### src/rtl/sfr_pkg.sv
package sfr_pkg;
    localparam int CTRL_W     = 32;
    localparam int OPC_W      = 8;
    localparam int ADDR_W     = 32;
    localparam int TX_W       = OPC_W + ADDR_W;
    localparam int NUM_TAPS   = 5;
    localparam int TAP_FLD_W  = 4;
    localparam int TIMING_W   = NUM_TAPS * TAP_FLD_W;
    localparam int HIST_DEPTH = 9;
    localparam int DIV_W      = 5;
    localparam int BEAT_W     = 6;
    localparam int GAP_W      = 9;

    typedef enum logic [2:0] {
        PH_IDLE, PH_CMD, PH_ADDR, PH_DUMMY, PH_DATA, PH_GAP
    } phase_e;

    typedef struct packed {
        phase_e              st;
        logic [DIV_W-1:0]    div;
        logic [BEAT_W-1:0]   beat;
        logic [TX_W-1:0]     tx;
        logic [7:0]          rx;
        logic [GAP_W-1:0]    gap;
        logic [CTRL_W-1:0]   ctrl;
        logic [TIMING_W-1:0] timing;
        logic                rsp_valid;
        logic [7:0]          rsp_data;
    } eng_t;
endpackage

### src/rtl/sfr_cfg_decode.sv
module sfr_cfg_decode
    import sfr_pkg::*;
(
    input  logic [CTRL_W-1:0]   ctrl,
    input  logic [TIMING_W-1:0] timing,
    output logic [DIV_W-1:0]    div_n,
    output logic [GAP_W-1:0]    gap_cyc,
    output logic                dual_addr,
    output logic                dual_data,
    output logic [BEAT_W-1:0]   addr_beats,
    output logic [BEAT_W-1:0]   dummy_beats,
    output logic [BEAT_W-1:0]   data_beats,
    output logic [3:0]          tap_idx
);
    logic [4:0]           gap_w;
    logic [TAP_FLD_W-1:0] fld;

    always_comb begin
        div_n     = 5'd16 - {1'b0, ctrl[10:8], 1'b0} - {4'd0, ctrl[11]};
        gap_w     = 5'd16 - {1'b0, ctrl[27:24]};
        gap_cyc   = GAP_W'({5'd0, gap_w} * {5'd0, div_n});
        dual_addr = (ctrl[29:28] == 2'b11);
        dual_data = ctrl[29];
        case ({ctrl[13], dual_addr})
            2'b00:   addr_beats = 6'd24;
            2'b01:   addr_beats = 6'd12;
            2'b10:   addr_beats = 6'd32;
            default: addr_beats = 6'd16;
        endcase
        if (!ctrl[0])
            dummy_beats = '0;
        else if (dual_addr)
            dummy_beats = {2'b0, ctrl[7:6], 2'b0};
        else
            dummy_beats = {1'b0, ctrl[7:6], 3'b0};
        data_beats = dual_data ? 6'd4 : 6'd8;
        fld = '0;
        for (int i = 0; i < NUM_TAPS; i++) begin
            if (div_n == DIV_W'(i + 1))
                fld = timing[i*TAP_FLD_W +: TAP_FLD_W];
        end
        tap_idx = {1'b0, fld[2:0]} + {3'b0, fld[3]};
    end
endmodule

### src/rtl/sfr_sample_tap.sv
module sfr_sample_tap #(
    parameter int DEPTH = 9,
    parameter int SEL_W = 4
) (
    input  logic             clk,
    input  logic             rst_n,
    input  logic [1:0]       io_i,
    input  logic [SEL_W-1:0] sel,
    output logic [1:0]       smp
);
    logic [DEPTH-1:0][1:0] hist_d, hist_q;

    always_comb begin
        hist_d[0] = io_i;
        for (int i = 1; i < DEPTH; i++)
            hist_d[i] = hist_q[i-1];
        smp = '0;
        for (int i = 0; i < DEPTH; i++) begin
            if (sel == SEL_W'(i))
                smp = hist_q[i];
        end
    end

    always_ff @(posedge clk or negedge rst_n) begin
        if (!rst_n) hist_q <= '0;
        else        hist_q <= hist_d;
    end
endmodule

### src/rtl/sfr_read_engine.sv
module sfr_read_engine
    import sfr_pkg::*;
(
    input  logic              clk,
    input  logic              rst_n,
    input  logic [CTRL_W-1:0] cfg_ctrl,
    input  logic [31:0]       cfg_timing,
    input  logic              req_valid,
    input  logic [ADDR_W-1:0] req_addr,
    output logic              busy,
    output logic              rsp_valid,
    output logic [7:0]        rsp_data,
    output logic              spi_sclk,
    output logic              spi_cs_n,
    output logic [1:0]        spi_io_o,
    output logic [1:0]        spi_io_oe,
    input  logic [1:0]        spi_io_i
);
    eng_t s_d, s_q;

    logic [DIV_W-1:0]  div_n;
    logic [GAP_W-1:0]  gap_cyc;
    logic              dual_addr, dual_data;
    logic [BEAT_W-1:0] addr_beats, dummy_beats, data_beats;
    logic [3:0]        tap_idx;
    logic [1:0]        smp;
    logic              active, period_end;
    logic [7:0]        rx_next;

    sfr_cfg_decode u_dec (
        .ctrl        (s_q.ctrl),
        .timing      (s_q.timing),
        .div_n       (div_n),
        .gap_cyc     (gap_cyc),
        .dual_addr   (dual_addr),
        .dual_data   (dual_data),
        .addr_beats  (addr_beats),
        .dummy_beats (dummy_beats),
        .data_beats  (data_beats),
        .tap_idx     (tap_idx)
    );

    sfr_sample_tap #(.DEPTH(HIST_DEPTH), .SEL_W(4)) u_tap (
        .clk   (clk),
        .rst_n (rst_n),
        .io_i  (spi_io_i),
        .sel   (tap_idx),
        .smp   (smp)
    );

    always_comb begin
        active     = (s_q.st != PH_IDLE) && (s_q.st != PH_GAP);
        period_end = active && (s_q.div == div_n - 5'd1);
        rx_next    = dual_data ? {s_q.rx[5:0], smp} : {s_q.rx[6:0], smp[1]};

        s_d           = s_q;
        s_d.rsp_valid = 1'b0;

        case (s_q.st)
            PH_IDLE: begin
                if (req_valid) begin
                    s_d.st     = PH_CMD;
                    s_d.div    = '0;
                    s_d.beat   = BEAT_W'(OPC_W);
                    s_d.rx     = '0;
                    s_d.ctrl   = cfg_ctrl;
                    s_d.timing = cfg_timing[TIMING_W-1:0];
                    s_d.tx     = cfg_ctrl[13] ? {cfg_ctrl[23:16], req_addr}
                                              : {cfg_ctrl[23:16], req_addr[23:0], 8'h00};
                end
            end
            PH_GAP: begin
                if (s_q.gap == gap_cyc - 9'd1) s_d.st  = PH_IDLE;
                else                           s_d.gap = s_q.gap + 9'd1;
            end
            default: begin
                if (!period_end) begin
                    s_d.div = s_q.div + 5'd1;
                end else begin
                    s_d.div  = '0;
                    s_d.beat = s_q.beat - 6'd1;
                    if (s_q.st == PH_CMD || (s_q.st == PH_ADDR && !dual_addr))
                        s_d.tx = {s_q.tx[TX_W-2:0], 1'b0};
                    else if (s_q.st == PH_ADDR)
                        s_d.tx = {s_q.tx[TX_W-3:0], 2'b00};
                    if (s_q.st == PH_DATA)
                        s_d.rx = rx_next;
                    if (s_q.beat == 6'd1) begin
                        case (s_q.st)
                            PH_CMD: begin
                                s_d.st   = PH_ADDR;
                                s_d.beat = addr_beats;
                            end
                            PH_ADDR: begin
                                if (dummy_beats != '0) begin
                                    s_d.st   = PH_DUMMY;
                                    s_d.beat = dummy_beats;
                                end else begin
                                    s_d.st   = PH_DATA;
                                    s_d.beat = data_beats;
                                end
                            end
                            PH_DUMMY: begin
                                s_d.st   = PH_DATA;
                                s_d.beat = data_beats;
                            end
                            default: begin
                                s_d.st        = PH_GAP;
                                s_d.gap       = '0;
                                s_d.rsp_valid = 1'b1;
                                s_d.rsp_data  = rx_next;
                            end
                        endcase
                    end
                end
            end
        endcase
    end

    always_ff @(posedge clk or negedge rst_n) begin
        if (!rst_n) s_q <= '0;
        else        s_q <= s_d;
    end

    always_comb begin
        busy      = (s_q.st != PH_IDLE);
        spi_cs_n  = !active;
        spi_sclk  = active && (s_q.div >= (div_n >> 1));
        rsp_valid = s_q.rsp_valid;
        rsp_data  = s_q.rsp_data;
        spi_io_o  = 2'b00;
        spi_io_oe = 2'b00;
        if (s_q.st == PH_CMD) begin
            spi_io_o  = {1'b0, s_q.tx[TX_W-1]};
            spi_io_oe = 2'b01;
        end else if (s_q.st == PH_ADDR) begin
            spi_io_o  = dual_addr ? s_q.tx[TX_W-1:TX_W-2] : {1'b0, s_q.tx[TX_W-1]};
            spi_io_oe = dual_addr ? 2'b11 : 2'b01;
        end
    end
endmodule

### config.mk
export PLATFORM = sky130hd
export DESIGN_NAME = sfr_read_engine
export DESIGN_NICKNAME = d
export VERILOG_FILES = /design/src/rtl/sfr_pkg.sv /design/src/rtl/sfr_cfg_decode.sv /design/src/rtl/sfr_sample_tap.sv /design/src/rtl/sfr_read_engine.sv
export SDC_FILE = /design/constraint.sdc
export NUM_CORES = 1
export LEC_CHECK = 0
export ABC_CLOCK_PERIOD_IN_PS = 4900
export BUFFER_PORTS_ARGS = -buffer_cell sky130_fd_sc_hd__buf_2
export CORE_MARGIN = 5
export CORE_UTILIZATION = 53
export DETAILED_ROUTE_END_ITERATION = 8
export GPL_TIMING_DRIVEN = 0
export HOLD_SLACK_MARGIN = 0.1
export PLACE_DENSITY = 0.78
export RECOVER_POWER = 50
export SYNTH_ARGS = -nofsm -noshare
export SYNTH_HDL_FRONTEND = slang
export SYNTH_SLANG_ARGS = --single-unit
### constraint.sdc
create_clock -name clk -period 4.9 [get_ports clk]
set_input_delay 0.98 -clock clk [delete_from_list [all_inputs] [get_ports clk]]
set_output_delay 0.98 -clock clk [all_outputs]
set_load 0.02 [all_outputs]
Yosys cells after proc, flatten, opt, wreduce, memory -nomap -nowiden
Cells that the tools add are included.
{"block": "totals", "output_inout_bits": 16, "reg_bits": 147, "input_bits": 101, "word_cells": 142}
{"block": "op_classes", "n_addsub": 9, "bitwise_logic": 4, "multipliers": 1, "n_mux": 50, "n_lt_le_gt_ge": 1, "eq_ne": 29, "n_reduce_logical": 29}
{"op": "one-hot mux 59 bit (2 select lines)", "n": 1}
{"op": "two-way mux 40 bit", "n": 2}
{"op": "two-way mux 63 bit", "n": 1}
{"op": "two-way mux 9 bit", "n": 7}
{"op": "two-way mux 62 bit", "n": 1}
{"op": "one-hot mux 6 bit (3 select lines)", "n": 2}
{"op": "two-way mux 32 bit", "n": 1}
{"op": "two-way mux 2 bit", "n": 15}
{"op": "two-way mux 4 bit", "n": 6}
{"op": "one-hot mux 9 bit (2 select lines)", "n": 1}
{"op": "== test 4 x 3 -> 1 bit, second input constant", "n": 4}
{"op": "two-way mux 8 bit", "n": 2}
{"op": "AND reduction 4 bit", "n": 4}
{"op": "two-way mux 5 bit", "n": 3}
{"op": "two-way mux 3 bit", "n": 4}
{"op": "two-way mux 6 bit", "n": 2}
{"op": "nonzero test 3 bit", "n": 4}
{"op": "== test 5 x 2 -> 1 bit, second input constant", "n": 2}
{"op": "== test 5 x 3 -> 1 bit, second input constant", "n": 2}
{"op": "subtractor 5 x 4 -> 5 bit, first input constant", "n": 2}
{"op": "adder 9 x 1 -> 9 bit, second input constant", "n": 1}
{"op": "== test 9 bit", "n": 1}
{"op": "multiplier 5 x 5 -> 9 bit", "n": 1}
{"op": "one-hot mux 3 bit (3 select lines)", "n": 1}
{"op": "other kinds (36)", "n": 53}

Logic depth before layout (Yosys ltp)
Gate-level depths: netlist (run 1).
{"block": "logic_depth", "ltp_word": 24, "depth_mapped": 22, "ltp_nobuf": 21}

Hierarchy
From an unflattened synthesis (run 1), not the netlist that was laid out.
{"block": "unflattened", "cells_unflattened": 963, "area_unflattened_um2": 9396.5}
{"mod": "sfr_read_engine", "cells_each": 741, "instances": 1, "seq_area_each_um2": 3278.1, "area_per_inst_um2": 7327.0}
{"mod": "sfr_cfg_decode", "cells_each": 176, "instances": 1, "seq_area_each_um2": 0.0, "area_per_inst_um2": 1367.6}
{"mod": "sfr_sample_tap", "cells_each": 46, "instances": 1, "seq_area_each_um2": 450.4, "area_per_inst_um2": 701.9}

Least setup slack after synthesis (run 1)
No wires, ideal clock.
{"block": "synth_path", "path_type": "register -> register", "start": "register s_q[40] (netlist name)", "end": "register s_q[66] (netlist name)", "arrival_ns": 4.971, "synth_period_minus_slack_ns": 5.107, "setup_ns": 0.136, "setup_slack_ns": -0.207, "stages_incl_launch_ff": 22, "path_buffers": 1, "path_cell_list": "dfrtp_1 buf_2 inv_1 ha_1 inv_1 ha_1 inv_1 nand2_1 fa_1 inv_1 ha_1 inv_1 fa_1 inv_1 fa_1 xor2_1 or4_1 nor4_1 a31oi_2 nor2_2 or4_1 a21oi_1"}
{"block": "synth_via", "elab_chain_len": 6, "word_cells_on_any_way": 10, "classes_between": "3 x add/sub; 1 x mul; 3 x eq/ne; 3 x reduce/logical"}
{"element": "from (decl)", "line_no": "sfr_read_engine.sv:19", "text": "eng_t s_d, s_q;"}
{"element": "from (signal assigned)", "line_no": "sfr_read_engine.sv:121", "text": "if (!rst_n) s_q <= '0;"}
{"element": "from (signal assigned)", "line_no": "sfr_read_engine.sv:122", "text": "else s_q <= s_d;"}
{"element": "subtractor 5 x 1 -> 5 bit *", "line_no": "sfr_cfg_decode.sv:19", "text": "div_n = 5'd16 - {1'b0, ctrl[10:8], 1'b0} - {4'd0, ctrl[11]};"}
{"element": "multiplier 5 x 5 -> 9 bit or subtractor 5 x 1 -> 5 bit (tied branches)", "line_no": "sfr_cfg_decode.sv:21, sfr_read_engine.sv:53"}
{"element": "subtractor 9 x 1 -> 9 bit or == test 5 bit (tied branches)", "line_no": "sfr_read_engine.sv:73, sfr_read_engine.sv:53"}
{"element": "== test 9 bit or logical AND 1 bit (tied branches)", "line_no": "sfr_read_engine.sv:73, sfr_read_engine.sv:53"}
{"element": "inequality test 2 bit (no source line) or nonzero test 2 bit (tied branches)"}
{"element": "AND reduction 5 bit (no source line) *"}
Every way passes the cells marked *; elsewhere a longest branch is shown, timed or not.
A chain may end at the register's enable or synchronous reset.

Worst setup path in the final report (run 1)
Ends and elaborated chain as after synthesis.

==> flow_metrics.py, run 1 <==
metrics = {
    "run_status": {
        "status": "finished with violations",
        "violations": "max-capacitance violations, max-slew violations, negative setup slack",
    },
    "synth": {
        "syn_inst": 906,
        "synth-edff-count": 0,
        "avgSynthCellArea_um2": 9.08,
        "synthArstFlopShare": 1.00,
        "ys_top_cells_by_area": "dfrtp_1 (40%), mux2_2 (7.9%), nand2_1 (7.8%), ha_1 (5.9%), o21ai_0 (5.3%)",
        "ys_warn_count": 0,
        "synth_flop_cell": "dfrtp_1",
        "syn_nets": 1058,
        "ys_ff_latch": 131,
        "synth_top_area_frac": 0.398,
        "synthesis.area_mm2": 0.00823,
        "yosys.area.top_type": "dfrtp_1",
        "ys_types": 65,
        "yosysSeqAreaShare": 0.398,
    },
    "worst_setup_path": {
        "cp-end-kind": "flop",
        "slowest_stage": "fa_1",
        "path_class": "reg2reg",
        "cp_max_fo": 7,
        "slowest_delay_ns": 0.55,
        "crit_chain": "inv_4, ha_4, inv_2, ha_4, inv_4, buf_4, and2_1, ha_1, inv_1, fa_1, fa_1, inv_1, ha_4, a21oi_4, o21bai_1, a41oi_2, xnor2_2, a31oi_4, nor2_4, or4_4, a21oi_2",
        "critPathLaunchType": "flop",
        "arrival_ns": 5.28,
        "critPathRequiredTime_ns": 5.24,
        "cpMostUsedCell": "ha_4",
    },
    "routing": {
        "wl_per_cell_um": 17.2,
        "first_pass_iters": 6,
        "via_count": 7170,
        "vias_per_cell": 5.80,
        "drtAntennaViolNets": 0,
        "drt_iter0_markers": 412,
        "wl_um": 21200,
        "drc": 0,
    },
    "clock_tree": {
        "cts_buffers": 17,
        "tritoncts": "yes",
        "worstSkewPairLatency_ns": 0.42,
        "clock-sinks": 131,
        "clk_path_buf_depth": 2,
        "path_clk_slew_ns": 0.06,
        "htree_levels": 4,
        "clockRootBuffer": "clkbuf_16",
    },
    "sta": {
        "slew_headroom": -1.21,
        "clock_skew_ns": 0.00585,
        "slew_violations": 60,
        "setup_slack_ns": -0.0346,
        "final-setup-viol-count": 2,
        "rsz0062_at_grt": "yes",
        "final_hold_viol_count": 0,
        "timing.final.crit_share": 1.01,
        "worstMarginPinSlew_ns": 3.32,
        "fmax_ghz": 0.203,
        "period_needed_ns": 4.93,
    },
    "placed_design": {
        "place_congestion": 0.901,
        "place_hpwl_um": 14700,
        "io_buffers": 93,
        "dp_slack_ns": -0.578,
    },
    "global_routing": {
        "grt_pass1_vias": 6895,
        "grtUsageTotal": 0.229,
        "grt_max_degree": 73,
        "grt-ovfl-total": 0,
        "antenna_found_initial": 0,
        "grt_pass1_wl_um": 33500,
    },
    "final_layout": {
        "synthToLayoutAreaGrowth_pct": 21.5,
        "drive_gt1_frac": 0.255,
        "diodes": 0,
        "nFillCells": 1214,
        "final_nets": 1188,
    },
    "die": {
        "die_y_um": 135,
        "die_area_mm2": 0.0181,
        "rows": 45,
        "pin_count": 117,
        "start_util": 0.541,
        "core_area_mm2": 0.0152,
        "die_x_um": 135,
    },
    "min_path": {
        "hp-class": "reg2reg",
    },
    "run": {
        "maxCapViolations": 1,
    },
}
-- placed cells by master, fill, tap and decap left out, types with 10 or more instances in the layout --
cell type	n
a21oi_1	49
and2_1	12
buf_2	99
buf_4	23
clkbuf_1	42
clkbuf_16	17
dfrtp_1	128
fa_1	12
ha_1	32
inv_1	34
mux2_2	58
nand2_1	170
nand3_1	37
nor2_1	38
o21ai_0	86
o21ai_1	10
o31ai_1	10
xnor2_1	12
-- routing by layer --
layer  global-route usage  part of all wire  vias to the layer above
met2                0.394              0.51                      252
met3               0.0462             0.051                       59
met1                0.295              0.41                     3471
met5                    0                 0                        -
li1                     -                 -                     3388
met4               0.0667             0.030                        0
-- state kept, by name, summed over array words and instances (netlist names) --
signal	flops
s_q	104
u_tap.hist_d	16
rsp_data	8
u_tap.hist_q	2
rsp_valid	1
-- layout make-up --
cell class	count	area, µm²	area share
Sequential cell	131	3280	0.328
Buffer	59	275	0.0275
Multi-Input combinational cell	675	4780	0.478
Inverter	40	155	0.0155
Clock inverter	10	155	0.0155
Tap cell	188	235	0.0235
Clock buffer	22	464	0.0464
Timing Repair Buffer	112	647	0.0647
-- cell families (layout without fill, tap and decap cells) --
logic type / count (synthesis) / count (layout) / synth area share
DFF: 131 / 131 / 0.398
adders and majority gates: 51 / 51 / 0.0885
xor gates and xnor gates: 30 / 30 / 0.0362
muxes: 69 / 69 / 0.0973
AOI/OAI and AO/OA: 215 / 215 / 0.157
and+or+nand+nor: 310 / 310 / 0.171
buffers and inverters: 100 / 243 / 0.0516
-- final timing paths --
kind | end | slack (ns) | start | depth (start not counted)
hold reg to reg | u_tap.hist_d[17] | 0.36 | u_tap.hist_d[15] | 0
setup / recovery | s_q[66] | -0.03 | s_q[40] | 21
min in group asynchronous | u_tap.hist_d[6] | 1.66 | rst_n | 1
max in group asynchronous | rsp_data[3] | 1.33 | rst_n | 1
setup reg to reg | s_q[66] | -0.03 | s_q[40] | 21
hold / removal | u_tap.hist_d[17] | 0.36 | u_tap.hist_d[15] | 0
-- metrics by stage --
stage	cells	hold slack (ns)	utilization	TNS, ns	instance area (µm²)
after CTS	1226	0.368	0.643	0	9780
after floorplan	906	0.347	-	0	8250
after global routing	1237	0.380	0.658	-0.483	10000
after detailed placement	1188	0.355	0.591	-5.06	8980
final	1237	0.364	0.658	-0.0673	10000
after global placement	1187	0.350	0.589	-4.07	8950
-- timing repair --
| item | 4_1_cts | 5_1_grt |
|---|---|---|
| buffers inserted | 7 | 11 |
| resized for setup | 26 | 24 |
| pin swaps | 10 | 21 |
| hold buffers | 0 | 0 |
| setup endpoints to repair | 11 | 11 |
-- cells in the mapped netlist (all sizes together), types with 2 or more instances --
cell type and n:
o22a 3, o21bai 2, clkbuf 38, a22o 6
nand2 171, a21o 5, nand3b 6, a221oi 2
o211ai 2, o31ai 10, xnor3 2, inv 39
mux2 58, nand2b 5, nor2b 6, buf 22
nor3b 6, o21ai 98, nand4 2, o32ai 3
or4 3, a21oi 52, nor3 10, mux2i 8
o22ai 4, xor2 8, fa 12, nor4b 2
ha 39, a211oi 6, and3b 3, or3 3
a31oi 9, a32o 2, and2 12, mux4 3
xnor2 20, nor2 40, nand3 39, dfrtp 131
o21a 4
-- worst max-delay path, delay by kind of cell, from the launching register on --
family	cells	cell delay, ns
and+or+nand+nor	3	0.77
DFF	1	0.42
buffers and inverters	6	0.47
AOI/OAI and AO/OA	5	0.99
xor gates and xnor gates	1	0.14
adders and majority gates	6	2.06
Power of run 1 is left out: the tool's default activity adds up to more than one toggle a clock period on the data nets, which glitch-free logic cannot reach.
==> inputs of run 2 (changes only) <==
Settings changed: ABC_AREA set to 1, PLACE_DENSITY 0.78 to 0.77.
==> run 2 against run 1 <==
The flow finishes with violations (max-capacitance violations, max-slew violations). Register-to-register slack better by 0.23 ns. Clock skew about the same. Clock-buffer cell count down 3. Cell count up 16%. Die area up 2.3%. Critical path type unchanged. Critical endpoint is now s_q[69]. Highest routed layer unchanged.
==> flow_metrics.py, run 2 <==
metrics = {
    "sta": {
        "worstMarginPinSlew_ns": 3.47,
        "slew_violations": 62,
        "clock_skew_ns": 0.00582,
        "slew_headroom": -1.32,
        "timing.final.crit_share": 0.960,
        "fmax_ghz": 0.213,
        "final-setup-viol-count": 0,
        "period_needed_ns": 4.70,
        "timing.hold.ws_ns": 0.377,
        "final_hold_viol_count": 0,
    },
    "final_layout": {
        "nFillCells": 1380,
        "final_cell_mix": "nand2_1 (264), inv_1 (135), dfrtp_1 (129), buf_2 (99), o21ai_0 (93)",
        "mostFrequentLayoutCell": "nand2_1",
        "diodes": 0,
        "synthToLayoutAreaGrowth_pct": 18.9,
        "drive_gt1_frac": 0.195,
        "top_register": "s_q",
        "final_nets": 1357,
        "regArea_mm2": 0.00328,
        "largest_reg_flops": 104,
        "multi_input_area_mm2": 0.00441,
    },
    "synth": {
        "yosys.area.top_type": "dfrtp_1",
        "synthTopCellsByCount": "nand2_1 (264), inv_1 (142), dfrtp_1 (131), o21ai_0 (95), nor2_1 (91)",
        "synth-edff-count": 0,
        "syn_inst": 1080,
        "synth.most_common_cell": "nand2_1",
        "avgSynthCellArea_um2": 7.81,
        "synth_top_family_by_area": "simple AND/OR/NAND/NOR gates",
        "synthSimpleGateAreaFrac": 0.237,
        "muxShareOfSynthArea": 0,
        "synth_flop_cell": "dfrtp_1",
        "synthesis.area_mm2": 0.00843,
        "yosysSeqAreaShare": 0.389,
        "ys_top_cells_by_area": "dfrtp_1 (39%), nand2_1 (12%), inv_1 (6.3%), ha_1 (5.8%), o21ai_0 (5.6%)",
        "yosys.area_share.xor_xnor": 0.0301,
        "synth_compound_area_frac": 0.157,
        "synth_fa_ha_area_frac": 0.0864,
        "ys_warn_count": 0,
        "synth_top_area_frac": 0.389,
        "synthArstFlopShare": 1.00,
        "syn_nets": 1232,
        "ys_ff_latch": 131,
        "ys_types": 49,
    },
    "global_routing": {
        "grt-ovfl-total": 0,
        "antenna_found_initial": 0,
        "grt_pass1_wl_um": 34400,
        "grt_pass1_vias": 7303,
        "grtUsageTotal": 0.233,
        "grt_max_degree": 71,
    },
    "worst_setup_path": {
        "slowest_stage": "fa_1",
        "cpMostUsedCell": "inv_1",
        "slowest_delay_ns": 0.54,
        "r2r-start": "s_q[37]",
        "r2r_end": "s_q[69]",
        "path_class": "reg2reg",
        "critPathLaunchType": "flop",
        "arrival_ns": 5.04,
        "crit_chain": "inv_2, ha_4, inv_2, ha_4, inv_4, nand2_1, fa_1, inv_1, ha_1, inv_1, fa_1, inv_1, fa_2, xnor2_1, nand3_1, nor3_2, nand3_1, nor3_4, a21oi_4, o21ai_4, buf_6, buf_6, nand2_1, o31ai_1",
        "rr_worst_depth": 24,
        "cp-end-kind": "flop",
        "reg2reg_slack_ns": 0.20,
        "critPathRequiredTime_ns": 5.24,
        "cp_max_fo": 10,
    },
    "clock_tree": {
        "clockRootBuffer": "clkbuf_16",
        "tritoncts": "yes",
        "worstSkewPairLatency_ns": 0.43,
        "clock-sinks": 131,
        "cts_buffers": 17,
        "path_clk_slew_ns": 0.06,
        "ctsHoldBuffers": 0,
        "htree_levels": 4,
        "clk_path_buf_depth": 2,
    },
    "run": {
        "maxCapViolations": 1,
    },
    "die": {
        "start_util": 0.535,
        "rows": 46,
        "core_area_mm2": 0.0158,
        "die_area_mm2": 0.0185,
        "die_x_um": 136,
        "die_y_um": 136,
        "pin_count": 117,
    },
    "routing": {
        "wl_um": 20900,
        "drt_iter0_markers": 646,
        "first_pass_iters": 5,
        "via_count": 7623,
        "vias_per_cell": 5.32,
        "drtAntennaViolNets": 0,
        "wl_per_cell_um": 14.6,
        "drc": 0,
    },
    "min_path": {
        "min_from": "u_tap.hist_d[16]",
        "hold_end": "u_tap.hist_q[16]",
        "whs_path_depth": 0,
        "hp-class": "reg2reg",
    },
    "run_status": {
        "violations": "max-capacitance violations, max-slew violations",
        "status": "finished with violations",
    },
    "placed_design": {
        "io_buffers": 94,
        "place_hpwl_um": 15300,
        "place_congestion": 0.924,
    },
}
run 2: changes by cell type after synthesis, sizes merged, moves of 13 or more:
cell,change
nand4,+16
o21ai,+13
o211ai,+27
mux2,-58
a21oi,-36
o311ai,+15
nor2,+59
inv,+110
nand2,+104
run 2: kinds of logic after synthesis:
logic type,count (synthesis)
adder cells (fa/ha/maj),51
AND/OR/NAND/NOR,462
buffers and inverters,202
XOR/XNOR,29
flip-flops,131
AO/OA/AOI/OAI,205
run 2: layout make-up:
cell class                 count  area share
multi-input combinational    747       0.440
sequential                   131       0.327
timing repair buffer         107      0.0589
inverter                     153      0.0588
clock buffer                  19      0.0452
buffer                        48      0.0271
tap                          216      0.0270
clock inverter                12      0.0156
run 2: what timing repair did:
action	in CTS	in global routing
gates cloned	0	0
pin swaps	2	10
gates resized for setup	14	23
endpoints found under the setup margin	12	12
buffers inserted	1	11
run 2: how the worst max path moves through the flow:
stage	from	end	cells after the start
3_3_place_gp	s_q[40]	s_q[69]	24
4_1_cts	s_q[40]	s_q[64]	25
6_report	s_q[37]	s_q[69]	24
2_1_floorplan	s_q[40]	s_q[65]	24
3_5_place_dp	s_q[40]	s_q[62]	23
5_1_grt	s_q[37]	s_q[64]	26
run 2: metrics by stage:
stage | instance area [µm²] | setup slack (ns) | util | setup TNS (ns) | cells
CTS | 9860 | 0.00655 | 0.625 | 0 | 1422
finish | 10000 | 0.196 | 0.636 | 0 | 1433
global route | 10000 | -0.0308 | 0.636 | -0.0675 | 1433
detailed placement | 9210 | -0.759 | 0.584 | -8.27 | 1391
global placement | 9170 | -0.614 | 0.582 | -6.42 | 1390
floorplan | 8430 | 0.0629 | - | 0 | 1080
run 2: metal layers:
layer,vias up,track usage,routed length [µm]
met5,-,0,0
met3,40,0.0481,1320
met1,3568,0.316,9190
li1,3766,-,-
met2,249,0.379,9930
met4,0,0.0700,445
run 2: critical path: cells and delay by family (launching register included):
kind                     cells  cell delay, ns
XOR/XNOR                     1            0.12
AO/OA/AOI/OAI                3            0.40
AND/OR/NAND/NOR              6            0.75
flip-flops                   1            0.41
buffers and inverters        8            0.67
adder cells (fa/ha/maj)      6            2.26
Power of run 2 is left out for the same reason.
